==> config.mk <==
export PLATFORM = sky130hd
export DESIGN_NAME = pmode_entry_seq
export DESIGN_NICKNAME = d
export VERILOG_FILES = /design/src/rtl/pmode_entry_pkg.sv /design/src/rtl/pmode_interval_timer.sv /design/src/rtl/pmode_key_shifter.sv /design/src/rtl/pmode_entry_seq.sv
export SDC_FILE = /design/constraint.sdc
export NUM_CORES = 1
export LEC_CHECK = 0
export ABC_AREA = 1
export BUFFER_PORTS_ARGS = -buffer_cell sky130_fd_sc_hd__clkbuf_2
export CAP_MARGIN = 20
export CORE_ASPECT_RATIO = 1.25
export CORE_MARGIN = 2
export CORE_UTILIZATION = 58
export CTS_CLUSTER_DIAMETER = 40
export DETAILED_ROUTE_END_ITERATION = 12
export MAX_ROUTING_LAYER = met4
export PLACE_DENSITY = 0.86
export SKIP_LAST_GASP = 1
export SLEW_MARGIN = 20
export SYNTH_ARGS = -nofsm -noshare
export SYNTH_HDL_FRONTEND = slang
export SYNTH_HIERARCHICAL = 1
export SYNTH_SLANG_ARGS = --single-unit
==> constraint.sdc <==
create_clock -name clk -period 2.5 [get_ports clk]
set_input_delay 0.125 -clock clk [delete_from_list [all_inputs] [get_ports clk]]
set_output_delay 0.125 -clock clk [all_outputs]
set_load 0.005 [all_outputs]
==> src/rtl/pmode_entry_pkg.sv <==
package pmode_entry_pkg;

    typedef enum logic [2:0] {
        ST_IDLE,
        ST_PULSE,
        ST_GUARD,
        ST_SHIFT,
        ST_RISE,
        ST_SETTLE,
        ST_READY
    } pm_state_e;

    localparam logic [31:0] UNLOCK_KEY = 32'h4D434851;

    function automatic int unsigned max_of(input int unsigned a, input int unsigned b);
        return (a > b) ? a : b;
    endfunction

    function automatic int unsigned width_for(input int unsigned n);
        return (n < 2) ? 1 : $clog2(n);
    endfunction

endpackage

==> src/rtl/pmode_interval_timer.sv <==
module pmode_interval_timer #(
    parameter int W = 4
) (
    input  logic         clk,
    input  logic         rst,
    input  logic         load_i,
    input  logic [W-1:0] load_val_i,
    output logic         done_o
);
    logic [W-1:0] cnt_q;

    always_ff @(posedge clk) begin
        if (rst) begin
            cnt_q <= '0;
        end else if (load_i) begin
            cnt_q <= load_val_i;
        end else if (cnt_q != '0) begin
            cnt_q <= cnt_q - 1'b1;
        end
    end

    assign done_o = (cnt_q == '0);
endmodule

==> src/rtl/pmode_key_shifter.sv <==
module pmode_key_shifter
    import pmode_entry_pkg::*;
#(
    parameter int          KEY_W    = 32,
    parameter logic [KEY_W-1:0] KEY = UNLOCK_KEY,
    parameter int          HALF_CYC = 4
) (
    input  logic clk,
    input  logic rst,
    input  logic active_i,
    output logic sclk_o,
    output logic sdat_o,
    output logic done_o
);
    localparam int IW  = width_for(KEY_W);
    localparam int HCW = width_for(HALF_CYC);
    localparam logic [HCW-1:0] HALF_LAST = HCW'(HALF_CYC - 1);
    localparam logic [IW-1:0]  IDX_TOP   = IW'(KEY_W - 1);

    logic [IW-1:0]  idx_q;
    logic [HCW-1:0] hcnt_q;
    logic           phase_q;

    always_ff @(posedge clk) begin
        if (rst || !active_i) begin
            idx_q   <= IDX_TOP;
            hcnt_q  <= '0;
            phase_q <= 1'b0;
        end else if (hcnt_q == HALF_LAST) begin
            hcnt_q  <= '0;
            phase_q <= ~phase_q;
            if (phase_q) begin
                idx_q <= idx_q - 1'b1;
            end
        end else begin
            hcnt_q <= hcnt_q + 1'b1;
        end
    end

    assign sclk_o = active_i & phase_q;
    assign sdat_o = active_i & KEY[idx_q];
    assign done_o = active_i & phase_q & (hcnt_q == HALF_LAST) & (idx_q == '0);
endmodule

==> src/rtl/pmode_entry_seq.sv <==
module pmode_entry_seq
    import pmode_entry_pkg::*;
#(
    parameter int               KEY_W      = 32,
    parameter logic [KEY_W-1:0] KEY        = UNLOCK_KEY,
    parameter int               PULSE_CYC  = 4,
    parameter int               GUARD_CYC  = 8,
    parameter int               HALF_CYC   = 4,
    parameter int               RISE_CYC   = 2,
    parameter int               SETTLE_CYC = 16
) (
    input  logic clk,
    input  logic rst,
    input  logic start_i,
    input  logic abort_i,
    output logic busy_o,
    output logic ready_o,
    output logic en_o,
    output logic sclk_o,
    output logic sdat_o
);
    localparam int unsigned MAX_LEN = max_of(max_of(PULSE_CYC, GUARD_CYC),
                                             max_of(RISE_CYC, SETTLE_CYC));
    localparam int TW = width_for(MAX_LEN);
    localparam logic [TW-1:0] LD_PULSE  = TW'(PULSE_CYC - 1);
    localparam logic [TW-1:0] LD_GUARD  = TW'(GUARD_CYC - 1);
    localparam logic [TW-1:0] LD_RISE   = TW'(RISE_CYC - 1);
    localparam logic [TW-1:0] LD_SETTLE = TW'(SETTLE_CYC - 1);

    pm_state_e     st_q, st_d;
    logic          t_load;
    logic [TW-1:0] t_val;
    logic          t_done;
    logic          shift_active;
    logic          shift_done;
    logic          shift_clk;
    logic          shift_dat;

    pmode_interval_timer #(.W(TW)) timer_i (
        .clk        (clk),
        .rst        (rst),
        .load_i     (t_load),
        .load_val_i (t_val),
        .done_o     (t_done)
    );

    assign shift_active = (st_q == ST_SHIFT);

    pmode_key_shifter #(
        .KEY_W    (KEY_W),
        .KEY      (KEY),
        .HALF_CYC (HALF_CYC)
    ) shifter_i (
        .clk      (clk),
        .rst      (rst),
        .active_i (shift_active),
        .sclk_o   (shift_clk),
        .sdat_o   (shift_dat),
        .done_o   (shift_done)
    );

    always_comb begin
        st_d   = st_q;
        t_load = 1'b0;
        t_val  = '0;
        case (st_q)
            ST_IDLE, ST_READY: begin
                if (start_i) begin
                    st_d   = ST_PULSE;
                    t_load = 1'b1;
                    t_val  = LD_PULSE;
                end
            end
            ST_PULSE: begin
                if (t_done) begin
                    st_d   = ST_GUARD;
                    t_load = 1'b1;
                    t_val  = LD_GUARD;
                end
            end
            ST_GUARD: begin
                if (t_done) st_d = ST_SHIFT;
            end
            ST_SHIFT: begin
                if (shift_done) begin
                    st_d   = ST_RISE;
                    t_load = 1'b1;
                    t_val  = LD_RISE;
                end
            end
            ST_RISE: begin
                if (t_done) begin
                    st_d   = ST_SETTLE;
                    t_load = 1'b1;
                    t_val  = LD_SETTLE;
                end
            end
            ST_SETTLE: begin
                if (t_done) st_d = ST_READY;
            end
            default: st_d = ST_IDLE;
        endcase
        if (abort_i) begin
            st_d   = ST_IDLE;
            t_load = 1'b0;
        end
    end

    always_ff @(posedge clk) begin
        if (rst) st_q <= ST_IDLE;
        else     st_q <= st_d;
    end

    assign en_o    = (st_q == ST_PULSE) || (st_q == ST_SETTLE) || (st_q == ST_READY);
    assign busy_o  = (st_q != ST_IDLE) && (st_q != ST_READY);
    assign ready_o = (st_q == ST_READY);
    assign sclk_o  = shift_clk;
    assign sdat_o  = shift_dat;
endmodule

After elaboration in Yosys (flattened, before gate mapping). Memories as Yosys holds them, arrays and structs flattened. A register that Yosys moved wholly into a read port is not among the register bits. Index checks and enable logic that the tools add are counted.

Register bits: 15. Bits in read-only memories: 32. Input port bits: 4. Output and inout bits: 5. Word-level logic and storage cells: 68. Memories kept: 1.

Memory list: (name not given) (depth 32, bits a word 1, rd ports 1, clocked after memory_dff 1, write ports 0, RTL line pmode_key_shifter.sv:41) `assign sdat_o = active_i & KEY[idx_q];`.

Add/sub/neg operators: 3. Order comparisons: 1. Equality and inequality tests: 14. Mux-type cells: 22. Bitwise logic cells: 5. Reductions and logical operators: 17.

Operators by type and width (count): 2-to-1 mux 3 bit (7); case mux 3 bit (6 select lines) (1); case mux 4 bit (4 select lines) (1); 2-to-1 mux 4 bit (3); inequality test 2 bit (second input constant) (6); 2-to-1 mux 5 bit (2); == test 3 bit (second input constant) (3); OR reduction 2 bit (4); == test 3 x 2 -> 1 bit (second input constant) (2); less-than comparator 5 x 6 -> 1 bit (second input constant) (1); 2-to-1 mux 1 bit (6); AND reduction 6 bit (1); zero test 5 bit (1); subtractor 5 x 1 -> 5 bit (second input constant) (1); bitwise AND 1 bit (4); zero test 4 bit (1); nonzero test 4 bit (1); subtractor 4 x 1 -> 4 bit (second input constant) (1); == test 3 x 1 -> 1 bit (second input constant) (1); zero test 3 bit (1); logical OR 1 bit (3); inequality test 3 bit (second input constant) (1); case mux 1 bit (3 select lines) (1); nonzero test 3 bit (1); other kinds (8) (8).

Longest topological paths before layout.
Depth after elaboration: 8. Mapped depth: 12. Depth with buffers taken out: 12.

By module. The synthesis kept the hierarchy.

By module, submodules not included: pmode_key_shifter (times used 1, cells each 76, area each 564.3 um^2, seq. area each 180.2 um^2); pmode_entry_seq (times used 1, cells each 54, area each 301.5 um^2, seq. area each 60.1 um^2); pmode_interval_timer (times used 1, cells each 40, area each 247.7 um^2, seq. area each 80.1 um^2).

Worst setup path after synthesis. No wires, ideal clock.

Path kind: register to register. Start: register st_q[1]. End: register timer_i.cnt_q[3]. Library setup time: 0.111 ns. Data arrival time: 1.992 ns. Data required time: 2.389 ns. Slack: 0.397 ns. Stages on the path, launching flop included: 11. Path buffers: 0. Clock period less this slack: 2.103 ns. Cell sequence: dfxtp_1 nand2_1 nor2_2 nand3_1 nor4_1 nand2_1 a31oi_1 inv_2 or2_0 nand3_1 nor2_1.

Longest elaborated chain between the ends: 8.

Ends and longest elaborated chain: start: declaration (RTL line pmode_entry_seq.sv:30) `pm_state_e st_q, st_d;`; start signal: assignment (RTL line pmode_entry_seq.sv:111) `else st_q <= st_d;`; == test 3 x 2 -> 1 bit (*) (RTL line pmode_entry_seq.sv:47) `assign shift_active = (st_q == ST_SHIFT);`; net shift_active (RTL line pmode_entry_seq.sv:34) `logic shift_active;`; bitwise AND 1 bit (*) (3 in a row) (RTL line pmode_key_shifter.sv:42) `assign done_o = active_i & phase_q & (hcnt_q == HALF_LAST) & (idx_q == '0);`; net shift_done (RTL line pmode_entry_seq.sv:35) `logic shift_done;`; 2-to-1 mux 1 bit (*) (RTL line pmode_entry_seq.sv:85) `if (shift_done) begin`; case mux 1 bit (3 select lines) (*) (RTL line pmode_entry_seq.sv:66) `case (st_q)`; 2-to-1 mux 1 bit (*) (RTL line pmode_entry_seq.sv:103) `if (abort_i) begin`; net t_load (RTL line pmode_entry_seq.sv:31) `logic t_load;`; 2-to-1 mux 4 bit / nonzero test 2 bit (equally long branches); end signal: assignment (RTL line pmode_interval_timer.sv:16) `cnt_q <= load_val_i;`; end signal: assignment (RTL line pmode_interval_timer.sv:18) `cnt_q <= cnt_q - 1'b1;`; end: declaration (RTL line pmode_interval_timer.sv:10) `logic [W-1:0] cnt_q;`.

Mark *: on every way through the listed nets, which the timed path passes. The rest lies on a longest branch. A chain may end at the register's enable or synchronous reset.

Worst setup path in the final report.
Start: register shifter_i.hcnt_q[0]. End: register timer_i.cnt_q[1].

Longest elaborated chain between the ends: 7.

Ends and longest elaborated chain: start: declaration (RTL line pmode_key_shifter.sv:21) `logic [HCW-1:0] hcnt_q;`; start signal: assignment (RTL line pmode_key_shifter.sv:36) `hcnt_q <= hcnt_q + 1'b1;`; == test 2 bit (*) (RTL line pmode_key_shifter.sv:42); bitwise AND 1 bit (*) (2 in a row) (RTL line pmode_key_shifter.sv:42); net shift_done (RTL line pmode_entry_seq.sv:35); 2-to-1 mux 1 bit (*) (RTL line pmode_entry_seq.sv:85); case mux 1 bit (3 select lines) (*) (RTL line pmode_entry_seq.sv:66); 2-to-1 mux 1 bit (*) (RTL line pmode_entry_seq.sv:103); net t_load (RTL line pmode_entry_seq.sv:31); 2-to-1 mux 4 bit / nonzero test 2 bit (equally long branches).

Marked as above.

==> metrics.md <==
| Metric | Value |
|---|---|
| Worst Max-Slew Pin Slew | 0.427 ns |
| Fillers | 152 |
| Critical Path Start | shifter_i/hcnt_q[0] |
| Max-cap violation count | 0 |
| Synthesis Warnings | 6 |
| Slew Viols, Final | 0 |
| Post-Syn Area | 1110 µm² |
| Detailed Place HPWL | 1.72 mm |
| Int Pwr | 0.000530 W |
| Outcome | completed |
| Synth unique cells | 26 |
| Core Area | 1790 µm² |
| DR vias | 1039 |
| WHS | 0.119 ns |
| CTS buffer count | 3 |
| Multi-input gate area | 666 µm² |
| Total grt overflow | 0 |
| CTS tree | yes |
| Full die area | 2290 µm² |
| Max Freq | 464 MHz |
| Via/cell ratio | 5.14 |
| Clock skew | 0.00348 ns |
| Layout cells sized above 1 | 0.208 |
| Die width | 43.2 µm |
| WHS Path Cells | 2 |
| Initial antenna violation count | 0 |
| Power Density | 742 nW/µm² |
| Number of global-route vias before repair | 1022 |
| Place WS | 0.366 ns |
| Row count | 17 |
| Hold path start | rst |
| CTS Hold Buffers Added | 0 |
| Syn_nets | 178 |
| # IOs | 9 |
| Root Buffer | clkbuf_4 |
| Clock latency on the worst-skew pair | 0.29 ns |
| Hold crit path type | in2reg |
| Leakage | 0.718 nW |
| Slew HR | 0.712 |
| PortBufs | 8 |
| Drt first pass iters | 4 |
| Clk sinks | 16 |
| Number of enable flip-flop cells after synthesis | 0 |
| Synth top cells by count | nand2_1, inv_1, nor2_1 |
| Post-CTS Setup Repair Bufs | 0 |
| R2R Setup Slk | 0.35 ns |
| Final period utilization | 0.862 |
| Worst EP required | 2.71 ns |
| Clock power share | 0.192 |
| Worst setup EP type | register |
| FF+latch area | 320 µm² |
| Global-route wire length before repair | 3.90 mm |
| Nets | 192 |
| Final setup vio count | 0 |
| Final WL | 2.11 mm |
| FF+latch count, synth | 16 |
| Synth Instances | 170 |
| Critical Path AT | 2.37 ns |
| Worst r2r dst | timer_i/cnt_q[1] |
| CP Launch Type | register |
| Worst-path clk slew | 0.10 ns |
| Final worst slack | 0.346 ns |
| Layout Utilization | 0.681 |
| Antenna diodes | 0 |
| R2R Path Start | shifter_i/hcnt_q[0] |
| RSZ-0062 raised after global routing | false |
| Largest net degree at the start of global routing | 10 |
| Tmin final | 2.15 ns |
| CP Class | reg2reg |
| Setup TNS | 0 ns |
| Number of remaining DRC errors | 0 |
| Switching share of power | 0.413 |
| Sequential share of power | 0.372 |
| VDD IR max | 0.000487 V |
| Clock Tree Buf Depth | 2 |
| Share of power burned in combinational logic | 0.436 |
| Post-synth ARST share | 0 |
| Syn avg cell area | 6.55 µm² |
| Number of routed nets with antenna violations | 0 |
| Gr usage total | 0.232 |
| Area delta synth->final | 9.33% |
| Worst Path Max Fanout | 6 |
| Sequential-to-total area share from yosys stat | 0.288 |
| Routed WL per cell | 10.4 µm |
| Area contributors post-synth | dfxtp_1, nand2_1, inv_1, nor2_1, nand3_1 |
| Net switching power | 0.000373 W |
| Biggest area consumer among synthesized cells | dfxtp_1 |
| Detailed Route Iter0 Violations | 20 |
| Starting Density | 0.623 |
| FF-to-FF path depth | 10 |
| Hold endpoint | timer_i/cnt_q[0] |
| Post-CTS resize count | 0 |
| GP Congestion | 0.859 |
| Die height | 53.0 µm |
| Post-synth top flop | dfxtp_1 |
| Count leader, synth | nand2_1 |
| H-tree levels | 1 |
| Yosys top cell area share | 0.288 |
| Final Hold Viols | 0 |
[metal layers]
layer / vias to the layer above / GRT usage / routed length, µm
met4: 0 / 0.141 / 27
met3: 4 / 0.0205 / 60
met5: - / - / 0
li1: 558 / - / -
met2: 19 / 0.433 / 1150
met1: 458 / 0.231 / 874
[power groups by stage]
| stage | combinational (W) | clock, W | sequential, W |
|---|---|---|---|
| global placement | 0.000378 | 0 | 0.000338 |
| global route | 0.000464 | 0.000189 | 0.000342 |
| CTS | 0.000393 | 0.000182 | 0.000335 |
| finish | 0.000394 | 0.000173 | 0.000336 |
| detailed placement | 0.000392 | 0 | 0.000341 |
| floorplan | 0.000328 | 0 | 0.000325 |
[flip-flops by register name (all words and copies together), names as in the netlist, named ones only]
register	flops
shifter_i/phase_q	1
shifter_i/idx_q	5
timer_i/cnt_q	4
shifter_i/hcnt_q	2
st_q	3
[logic make-up (layout without fill, tap and decap cells)]
logic type,after synthesis,in the layout,share of synthesized area
AND/OR/NAND/NOR,105,105,0.483
buffers and inverters,32,45,0.115
flip-flops,16,16,0.288
AO/OA/AOI/OAI,13,13,0.0697
adder cells (fa/ha/maj),4,4,0.0449
[how the worst max path moves through the flow]
stage | cells past startpoint | slack, ns | end
3_5_place_dp | 10 | 0.37 | timer_i/cnt_q[1]
4_1_cts | 10 | 0.35 | timer_i/cnt_q[1]
3_3_place_gp | 9 | 0.52 | timer_i/cnt_q[3]
5_1_grt | 10 | 0.05 | timer_i/cnt_q[1]
6_report | 10 | 0.35 | timer_i/cnt_q[1]
2_1_floorplan | 10 | 0.40 | timer_i/cnt_q[3]
[cell type report]
type	instances	area share
well taps	19	0.0195
inverters	31	0.0956
repair buffers	10	0.0452
flip-flops and latches	16	0.263
clock buffers	4	0.0298
multi-input cells	122	0.547
[critical path: stages, from the launching register on]
cell and delay, ns:
dfxtp_1 0.34, ha_1 0.25, nand2_2 0.14, nor4_1 0.41
nand2_1 0.15, a31oi_1 0.28, buf_4 0.18, nand2_1 0.05
o21ai_0 0.06, nand2_1 0.07, a21oi_1 0.15
[metrics by stage]
stage	total power (W)	instances	cell area [µm²]
after detailed placement	0.000733	198	1180
after global placement	0.000716	198	1180
after global routing	0.000995	202	1220
after CTS	0.000910	202	1220
final	0.000903	202	1220
after floorplan	0.000653	170	1110
[cells in the final DEF (no fill, tap or decap), drive strengths merged]
| master | netlist | layout |
|---|---|---|
| a31oi | 1 | 1 |
| dfxtp | 16 | 16 |
| buf | 1 | 2 |
| ha | 4 | 4 |
| nor3b | 1 | 1 |
| nand2 | 51 | 51 |
| or2 | 1 | 1 |
| inv | 31 | 31 |
| nor4 | 1 | 1 |
| o21ai | 5 | 5 |
| nor2 | 27 | 27 |
| nor3 | 3 | 3 |
| nand4 | 4 | 4 |
| clkbuf | 0 | 12 |
| nand3b | 1 | 1 |
| a21oi | 7 | 7 |
| nand3 | 16 | 16 |
No activity file was read; power rests on OpenSTA's default activity.
